[src/rtl/xp_pkg.sv]
package xp_pkg;
  // Positions of the control pins inside the synchronized vector
  localparam int unsigned SIG_SER   = 0;
  localparam int unsigned SIG_SHIFT = 1;
  localparam int unsigned SIG_LATCH = 2;
  localparam int unsigned N_SIG     = 3;
endpackage

[src/rtl/xp_sync.sv]
module xp_sync #(
  parameter int unsigned W     = 3,
  parameter int unsigned DEPTH = 2
) (
  input  logic         clk,
  input  logic         rst_n,
  input  logic [W-1:0] d,
  output logic [W-1:0] q
);
  logic [W-1:0] pipe [DEPTH];

  for (genvar g = 0; g < DEPTH; g++) begin : g_flop
    if (g == 0) begin : g_first
      always_ff @(posedge clk or negedge rst_n) begin
        if (!rst_n) pipe[g] <= '0;
        else        pipe[g] <= d;
      end
    end else begin : g_next
      always_ff @(posedge clk or negedge rst_n) begin
        if (!rst_n) pipe[g] <= '0;
        else        pipe[g] <= pipe[g-1];
      end
    end
  end

  assign q = pipe[DEPTH-1];
endmodule

[src/rtl/xp_edge.sv]
module xp_edge #(
  parameter int unsigned W = 2
) (
  input  logic         clk,
  input  logic         rst_n,
  input  logic [W-1:0] lvl,
  output logic [W-1:0] rise
);
  logic [W-1:0] prev;

  always_ff @(posedge clk or negedge rst_n) begin
    if (!rst_n) prev <= '0;
    else        prev <= lvl;
  end

  assign rise = lvl & ~prev;

  // a level held high yields a single pulse
  a_r10_single_pulse: assert property (@(posedge clk) disable iff (!rst_n)
    (rise != '0) |=> ((rise & $past(rise)) == '0));
endmodule

[src/rtl/xp_stage.sv]
module xp_stage #(
  parameter int unsigned W = 8
) (
  input  logic         clk,
  input  logic         clr_n,
  input  logic         shift_en,
  input  logic         ser_in,
  output logic [W-1:0] q,
  output logic         ser_out
);
  always_ff @(posedge clk or negedge clr_n) begin
    if (!clr_n)        q <= '0;
    else if (shift_en) q <= {q[W-2:0], ser_in};
  end

  assign ser_out = q[W-1];

  // the incoming bit lands in position 0 and the rest move up
  a_r2_shift_in: assert property (@(posedge clk) disable iff (!clr_n)
    shift_en |=> (q[0] == $past(ser_in)) && (q[W-1:1] == $past(q[W-2:0])));

  // without a shift edge the stage holds
  a_r2_hold: assert property (@(posedge clk) disable iff (!clr_n)
    !shift_en |=> $stable(q));
endmodule

[src/rtl/sipo_expander.sv]
module sipo_expander #(
  parameter int unsigned STAGE_W    = 8,
  parameter int unsigned N_STAGES   = 2,
  parameter int unsigned SYNC_DEPTH = 2,
  localparam int unsigned TOTAL_W   = STAGE_W * N_STAGES
) (
  input  logic               clk,
  input  logic               rst_n,
  input  logic               ser_in,
  input  logic               shift_clk,
  input  logic               latch_clk,
  input  logic               chain_clr_n,
  input  logic               hold_clr_n,
  output logic [TOTAL_W-1:0] par_out,
  output logic               cascade_out
);
  import xp_pkg::*;

  logic [N_SIG-1:0] raw_pins, sync_pins;
  logic [1:0]       rises;
  logic             shift_rise, latch_rise, ser_sync;
  logic [TOTAL_W-1:0] chain;
  logic [N_STAGES:0]  link;

  assign raw_pins[SIG_SER]   = ser_in;
  assign raw_pins[SIG_SHIFT] = shift_clk;
  assign raw_pins[SIG_LATCH] = latch_clk;

  xp_sync #(.W(N_SIG), .DEPTH(SYNC_DEPTH)) i_sync (
    .clk(clk), .rst_n(rst_n), .d(raw_pins), .q(sync_pins)
  );

  xp_edge #(.W(2)) i_edge (
    .clk(clk), .rst_n(rst_n),
    .lvl({sync_pins[SIG_LATCH], sync_pins[SIG_SHIFT]}),
    .rise(rises)
  );

  assign shift_rise = rises[0];
  assign latch_rise = rises[1];
  assign ser_sync   = sync_pins[SIG_SER];
  assign link[0]    = ser_sync;

  for (genvar g = 0; g < N_STAGES; g++) begin : g_stage
    xp_stage #(.W(STAGE_W)) i_stage (
      .clk(clk), .clr_n(chain_clr_n), .shift_en(shift_rise),
      .ser_in(link[g]), .q(chain[g*STAGE_W +: STAGE_W]), .ser_out(link[g+1])
    );
  end

  assign cascade_out = link[N_STAGES];

  always_ff @(posedge clk or negedge hold_clr_n) begin
    if (!hold_clr_n)     par_out <= '0;
    else if (latch_rise) par_out <= chain;
  end

  // no latch edge, no change on the outputs
  a_r3_out_frozen: assert property (@(posedge clk) disable iff (!rst_n || !hold_clr_n)
    !latch_rise |=> $stable(par_out));

  // a latch takes the chain as it stood before that edge
  a_r4_latch_copies: assert property (@(posedge clk) disable iff (!rst_n || !hold_clr_n)
    latch_rise |=> (par_out == $past(chain)));

  // an output clear holds the word at zero
  a_r6_hold_clear_zero: assert property (@(posedge clk) disable iff (!rst_n)
    !hold_clr_n |-> (par_out == '0));

  // a chain clear leaves the published word alone
  a_r5_chain_clear_isolated: assert property (@(posedge clk) disable iff (!rst_n || !hold_clr_n)
    (!chain_clr_n && !latch_rise) |=> $stable(par_out));

  // cascade output shows the top chain bit
  a_r7_cascade_top: assert property (@(posedge clk) disable iff (!rst_n)
    cascade_out == chain[TOTAL_W-1]);

  // stage boundaries pass the top bit upward on a shift
  for (genvar b = 1; b < N_STAGES; b++) begin : g_link_chk
    a_r8_stage_link: assert property (@(posedge clk) disable iff (!rst_n || !chain_clr_n)
      shift_rise |=> (chain[b*STAGE_W] == $past(chain[b*STAGE_W-1])));
  end
endmodule

[config.mk]
export PLATFORM = sky130hd
export DESIGN_NAME = sipo_expander
export DESIGN_NICKNAME = d
export VERILOG_FILES = /design/src/rtl/xp_pkg.sv /design/src/rtl/xp_sync.sv /design/src/rtl/xp_edge.sv /design/src/rtl/xp_stage.sv /design/src/rtl/sipo_expander.sv
export SDC_FILE = /design/constraint.sdc
export NUM_CORES = 1
export LEC_CHECK = 0
export ABC_AREA = 1
export BUFFER_PORTS_ARGS = -buffer_cell sky130_fd_sc_hd__buf_2
export CORE_ASPECT_RATIO = 1.25
export CORE_UTILIZATION = 28
export CTS_CLUSTER_SIZE = 20
export DETAILED_ROUTE_END_ITERATION = 16
export HOLD_SLACK_MARGIN = 0.15
export PLACE_DENSITY = 0.51
export SETUP_SLACK_MARGIN = 0.5
export SLEW_MARGIN = 40
export SYNTH_ARGS = -nofsm -noshare
export SYNTH_HDL_FRONTEND = slang
export SYNTH_SLANG_ARGS = --single-unit
[constraint.sdc]
create_clock -name clk -period 0.9 [get_ports clk]
set_input_delay 0.18 -clock clk [delete_from_list [all_inputs] [get_ports clk]]
set_output_delay 0.18 -clock clk [all_outputs]
set_load 0.01 [all_outputs]
==> out/results.ini, run 1 <==
[detailed_routing]
wl_per_cell_um=13.1
top_layer_used=met4
vias=1178
drtIter0Drc=65
postRouteAntennaNets=0
vias_per_cell=4.46
wl_met2_um=1770
wl_met1_um=1520
drc_errors=0
routed-wl-met3_um=128
drt_wl_total_um=3470
first_pass_iters=4

[min_path]
hp-class=in -> async

[floorplan]
num_rows=29
fp.dieW_um=68.4
die_y_um=85.0
start_util=0.297
io_pins=24
dieArea_mm2=0.00581
core_area_mm2=0.00519

[critical_path]
crit_slowest_cell=dfrtp_1
arrival_ns=0.83
cp-start-kind=flop
crit_chain=buf_2
cp_top_family=flip-flops
path_class=reg -> out
critPathBufInv=1
cp.required_ns=0.72
worst-r2r-setup-slack_ns=-0.03
critPathMaxStageDelay_ns=0.40
endpoint_kind=primary output
path_max_fanout=2

[sta]
rsz0062_at_grt=true
worst_pin_slew_ns=0.383
finalHoldViolations=41
final.setup_skew_ns=0.00674
setup_ws_ns=-0.107
fin_crit_sh=1.12
whs_ns=-0.273
setup_violations=30
finalMaxSlewViolations=0
fmax_mhz=993
post-route-min-period_ns=1.01
slew_headroom=0.745

[cts]
htree_levels=2
clk_pin_slew_worst_paths_ns=0.08
clkLatencyLatePin_ns=0.29
cts_buffers=5
cts_root_buffer=clkbuf_8
cts_tree=built
clock_path_buffers=2
cts_sinks=40

[grt]
grt_first_pass_wirelength_um=5640
grt_overflow=0
first_global_vias=1115
grt_start_max_net_pins=17
track_usage=0.135
antenna_found_initial=0

[yosys]
ys_seq_area_frac=0.649
syn_area_mm2=0.00154
yosys_warnings=0
syn-num-nets=155
synth_cell_types=10
ys_ff_latch=40
synthCells=148
syn_area_per_cell_um2=10.4

[place]
io_buffer_count=23
post_dp_cell_area_mm2=0.00173
place_inst=233
hpwl_um=1950
place_congestion=0.703

[layout]
final_common_cell=nand2_1
nets=209
layout_common_cells=nand2_1, dfrtp_1, nand3_2, buf_2, nand2_2
antenna_cells=0
layout-drive-gt1-share=0.574
stdcell_count=264
area_delta_synth_final_pct=53.5
stdcell_area_mm2=0.00237
fin_util=0.456

[status]
status=complete, but fails checks
violations=negative hold slack, negative setup slack

[pwr]
powerDensity_mw_per_mm2=2120
p_leak_uw=0.00121
vdd_drop_max_v=0.000753
total_power_uw=5020

[run]
cap_violations=0

## cell families (layout without fill, tap and decap cells)
| kind of cell | count (synthesis) | after routing | synth area share |
|---|---|---|---|
| simple gates | 98 | 100 | 0.296 |
| buf+inv | 10 | 62 | 0.0551 |
| flops | 40 | 40 | 0.649 |
## worst register-to-register path: cells and delay by family (launching register included)
| family | cells | cell delay [ns] |
|---|---|---|
| flip-flops | 1 | 0.40 |
| buffers and inverters | 3 | 0.33 |
| AND/OR/NAND/NOR | 2 | 0.15 |
## path summary, 6_finish.rpt
check                                     from                 endpoint  depth (start not counted)
worst min-delay path                     rst_n           i_sync.pipe[5]                          1
worst min register to register  i_sync.pipe[3]              i_sync.q[0]                          0
worst max-delay path                par_out[2]               par_out[2]                          1
worst max register to register  i_edge.prev[1]               par_out[0]                          5
min in group clk                        ser_in           i_sync.pipe[3]                          1
max in group asynchronous          chain_clr_n  g_stage[1].i_stage.q[2]                          1
## synthesized netlist by cell type
cell type,n,area share
nand2_8,1,0.013
dfrtp_1,40,0.65
nand2_2,10,0.041
inv_4,1,0.0041
inv_2,1,0.0024
buf_4,4,0.019
buf_6,4,0.029
nand3_1,32,0.10
nand2_4,1,0.0073
nand2_1,54,0.13
## what timing repair did
item | in CTS | in global routing
endpoints found under the hold margin | 43 | 43
pin swaps | 39 | 29
cloned | 4 | 1
setup endpoints to repair | 54 | 54
setup buffers | 16 | 3
resized for setup | 51 | 14
## where the power goes
group	switching [µW]	total [µW]	internal, µW
Sequential	240	2320	2080
Clock	603	1690	1090
Combinational	480	1010	534
## per-stage QoR
| stage | TNS [ns] | setup WS, ns |
|---|---|---|
| 6_report | -1.65 | -0.107 |
| 5_1_grt | -3.43 | -0.149 |
| 4_1_cts | -1.92 | -0.120 |
| 3_5_place_dp | -0.181 | -0.0428 |
| 3_3_place_gp | -0.0939 | -0.0143 |
| 2_1_floorplan | 0 | 0.0142 |
## area by class of cell
class                      count  area [µm²]
fill                         479        2820
sequential                    40        1000
multi-input combinational    100         684
timing repair buffer          53         460
tap                           62        77.6
clock buffer                   5        68.8
clock inverter                 2        60.1
inverter                       2        15.0
## layer usage
layer | vias up | GRT usage
li1 | 583 | -
met4 | 0 | 0.0720
met1 | 567 | 0.171
met5 | - | 0
met2 | 24 | 0.201
met3 | 4 | 0.0444
## flip-flops by register name, indices dropped and copies added (netlist names)
name / count
par_out: 16
g_stage.i_stage.q: 16
i_sync.pipe: 3
i_edge.prev: 2
i_sync.q: 3
(Power assumes the default switching activity.)
==> inputs of run 2 (changes only) <==
SYNTH_HIERARCHICAL = 1   (was default)
==> run 2 against run 1 <==
Compared with the run above:
- the run still ends with negative hold slack, negative setup slack left
- die area is 1.9% lower
- worst setup slack about the same
- cell area decreased by 14%
- area after synthesis down 1.9%
- via count decreased by 12%
- clock power fell by 16%
- sequential power shrank 2%
- combinational power is 13% lower
- highest routed layer unchanged
==> out/results.ini, run 2 <==
[floorplan]
start_util=0.294
dieArea_mm2=0.00570
io_pins=24
die_y_um=84.2
num_rows=29
core_area_mm2=0.00515
fp.dieW_um=67.7

[detailed_routing]
postRouteAntennaNets=0
drtIter0Drc=85
wl_per_cell_um=10.8
vias=1032
drt_wl_total_um=2820
drc_errors=0
vias_per_cell=3.95
first_pass_iters=4

[yosys]
syn_area_per_cell_um2=9.89
synth_cell_types=10
async_flop_share=1.00
synth_area_leaders=dfrtp_1, nand2_1, buf_6
synth.most_common_cell=nand2_1
yosys_warnings=6
ys_ff_latch=40
synth_commonest_cells=nand2_1, dfrtp_1, buf_4, nand2_2, buf_6
syn_area_mm2=0.00151
synthCells=153
ys.flop_type=dfrtp_1
ys_seq_area_frac=0.662
syn-num-nets=160
yosys.area.top_type_share=0.662
synth_edf_count=0
synth_top_area_cell=dfrtp_1

[layout]
area_delta_synth_final_pct=35.4
stdcell_count=261
stdcell_area_mm2=0.00205
nets=205
antenna_cells=0
top_regs=g_stage.i_stage/q: 16 flops, par_out: 16 flops
layout_common_cells=nand2_1, dfrtp_1, nand2_2, buf_2, buf_4
final_common_cell=nand2_1
layout-drive-gt1-share=0.412

[sta]
fmax_mhz=992
finalMaxSlewViolations=0
fin_crit_sh=1.12
worst_pin_slew_ns=0.374
setup_ws_ns=-0.108
rsz0062_at_grt=true
setup_violations=49
tns_ns=-3.20
slew_headroom=0.751
finalHoldViolations=40
final.setup_skew_ns=0.00872
post-route-min-period_ns=1.01
whs_ns=-0.275

[status]
status=complete, but fails checks
violations=negative hold slack, negative setup slack

[place]
io_buffer_count=23
place_inst=231
hpwl_um=1730
place_congestion=0.662
post_dp_cell_area_mm2=0.00165

[run]
cap_violations=0

[grt]
track_usage=0.104
first_global_vias=952
grt_start_max_net_pins=17
grt_overflow=0
grt_first_pass_wirelength_um=4370
antenna_found_initial=0

[critical_path]
endpoint_kind=primary output
cp_top_family=flip-flops
crit_chain=buf_2
crit_slowest_cell=dfrtp_1
cp.required_ns=0.72
r2r_cells=6
cp-start-kind=flop
path_depth=1
path_class=reg -> out
path_max_fanout=2
arrival_ns=0.83
critPathBufInv=1
critPathMaxStageDelay_ns=0.39

[min_path]
hp-class=in -> async

[cts]
cts_tree=built
clock_path_buffers=2
htree_levels=2
cts_sinks=40
cts_root_buffer=clkbuf_8
clkLatencyLatePin_ns=0.28
cts_buffers=5
clk_pin_slew_worst_paths_ns=0.08

[pwr]
vdd_drop_max_v=0.000689
p_leak_uw=0.00115
powerDensity_mw_per_mm2=2230
total_power_uw=4570

-- run 2: path summary, 6_finish.rpt --
path / startpoint / end / slack (ns)
setup / recovery: par_out[0] / par_out[0] / -0.11
hold / removal: rst_n / i_sync/pipe[3] / -0.27
setup reg to reg: i_sync/q[1] / g_stage[0].i_stage/q[1] / -0.07
hold reg to reg: i_sync/pipe[4] / i_sync/q[1] / 0.35
max in group asynchronous: chain_clr_n / g_stage[1].i_stage/q[6] / 0.82
min in group clk: ser_in / i_sync/pipe[3] / 0
-- run 2: cell families after synthesis --
group	share of synthesized area
AND/OR/NAND/NOR	0.255
flip-flops	0.662
buffers and inverters	0.0835
-- run 2: final cells by class --
class                           count  area [µm²]
Clock buffer                        6        72.6
Multi-Input combinational cell     98         433
Clock inverter                      2        35.0
Fill cell                         494        3100
Sequential cell                    40        1000
Tap cell                           62        77.6
Timing Repair Buffer               48         395
Inverter                            5        33.8
-- run 2: layer usage --
layer  routed length (µm)  track usage
met1                 1320        0.130
met2                 1360        0.154
met3                  110       0.0408
met4                   23       0.0464
met5                    0            0
-- run 2: what timing repair did --
action                                 4_1_cts  5_1_grt
pin swaps                                    3        7
buffers inserted                            13        6
cloned                                       1        2
setup endpoints to repair                   54       54
endpoints found under the hold margin       43       43
gates resized for setup                     12       12
-- run 2: metrics by stage --
stage,utilization,setup slack [ns]
final,0.398,-0.108
after global routing,0.398,-0.151
after detailed placement,0.320,-0.106
after CTS,0.374,-0.101
after floorplan,-,-0.112
after global placement,0.320,-0.0573
-- run 2: where the power goes --
part | internal [µW] | total (µW) | leakage [µW] | switching (µW)
logic | 477 | 882 | 0.000571 | 405
registers | 2080 | 2270 | 0.000524 | 192
clock network | 823 | 1420 | 0.0000552 | 596
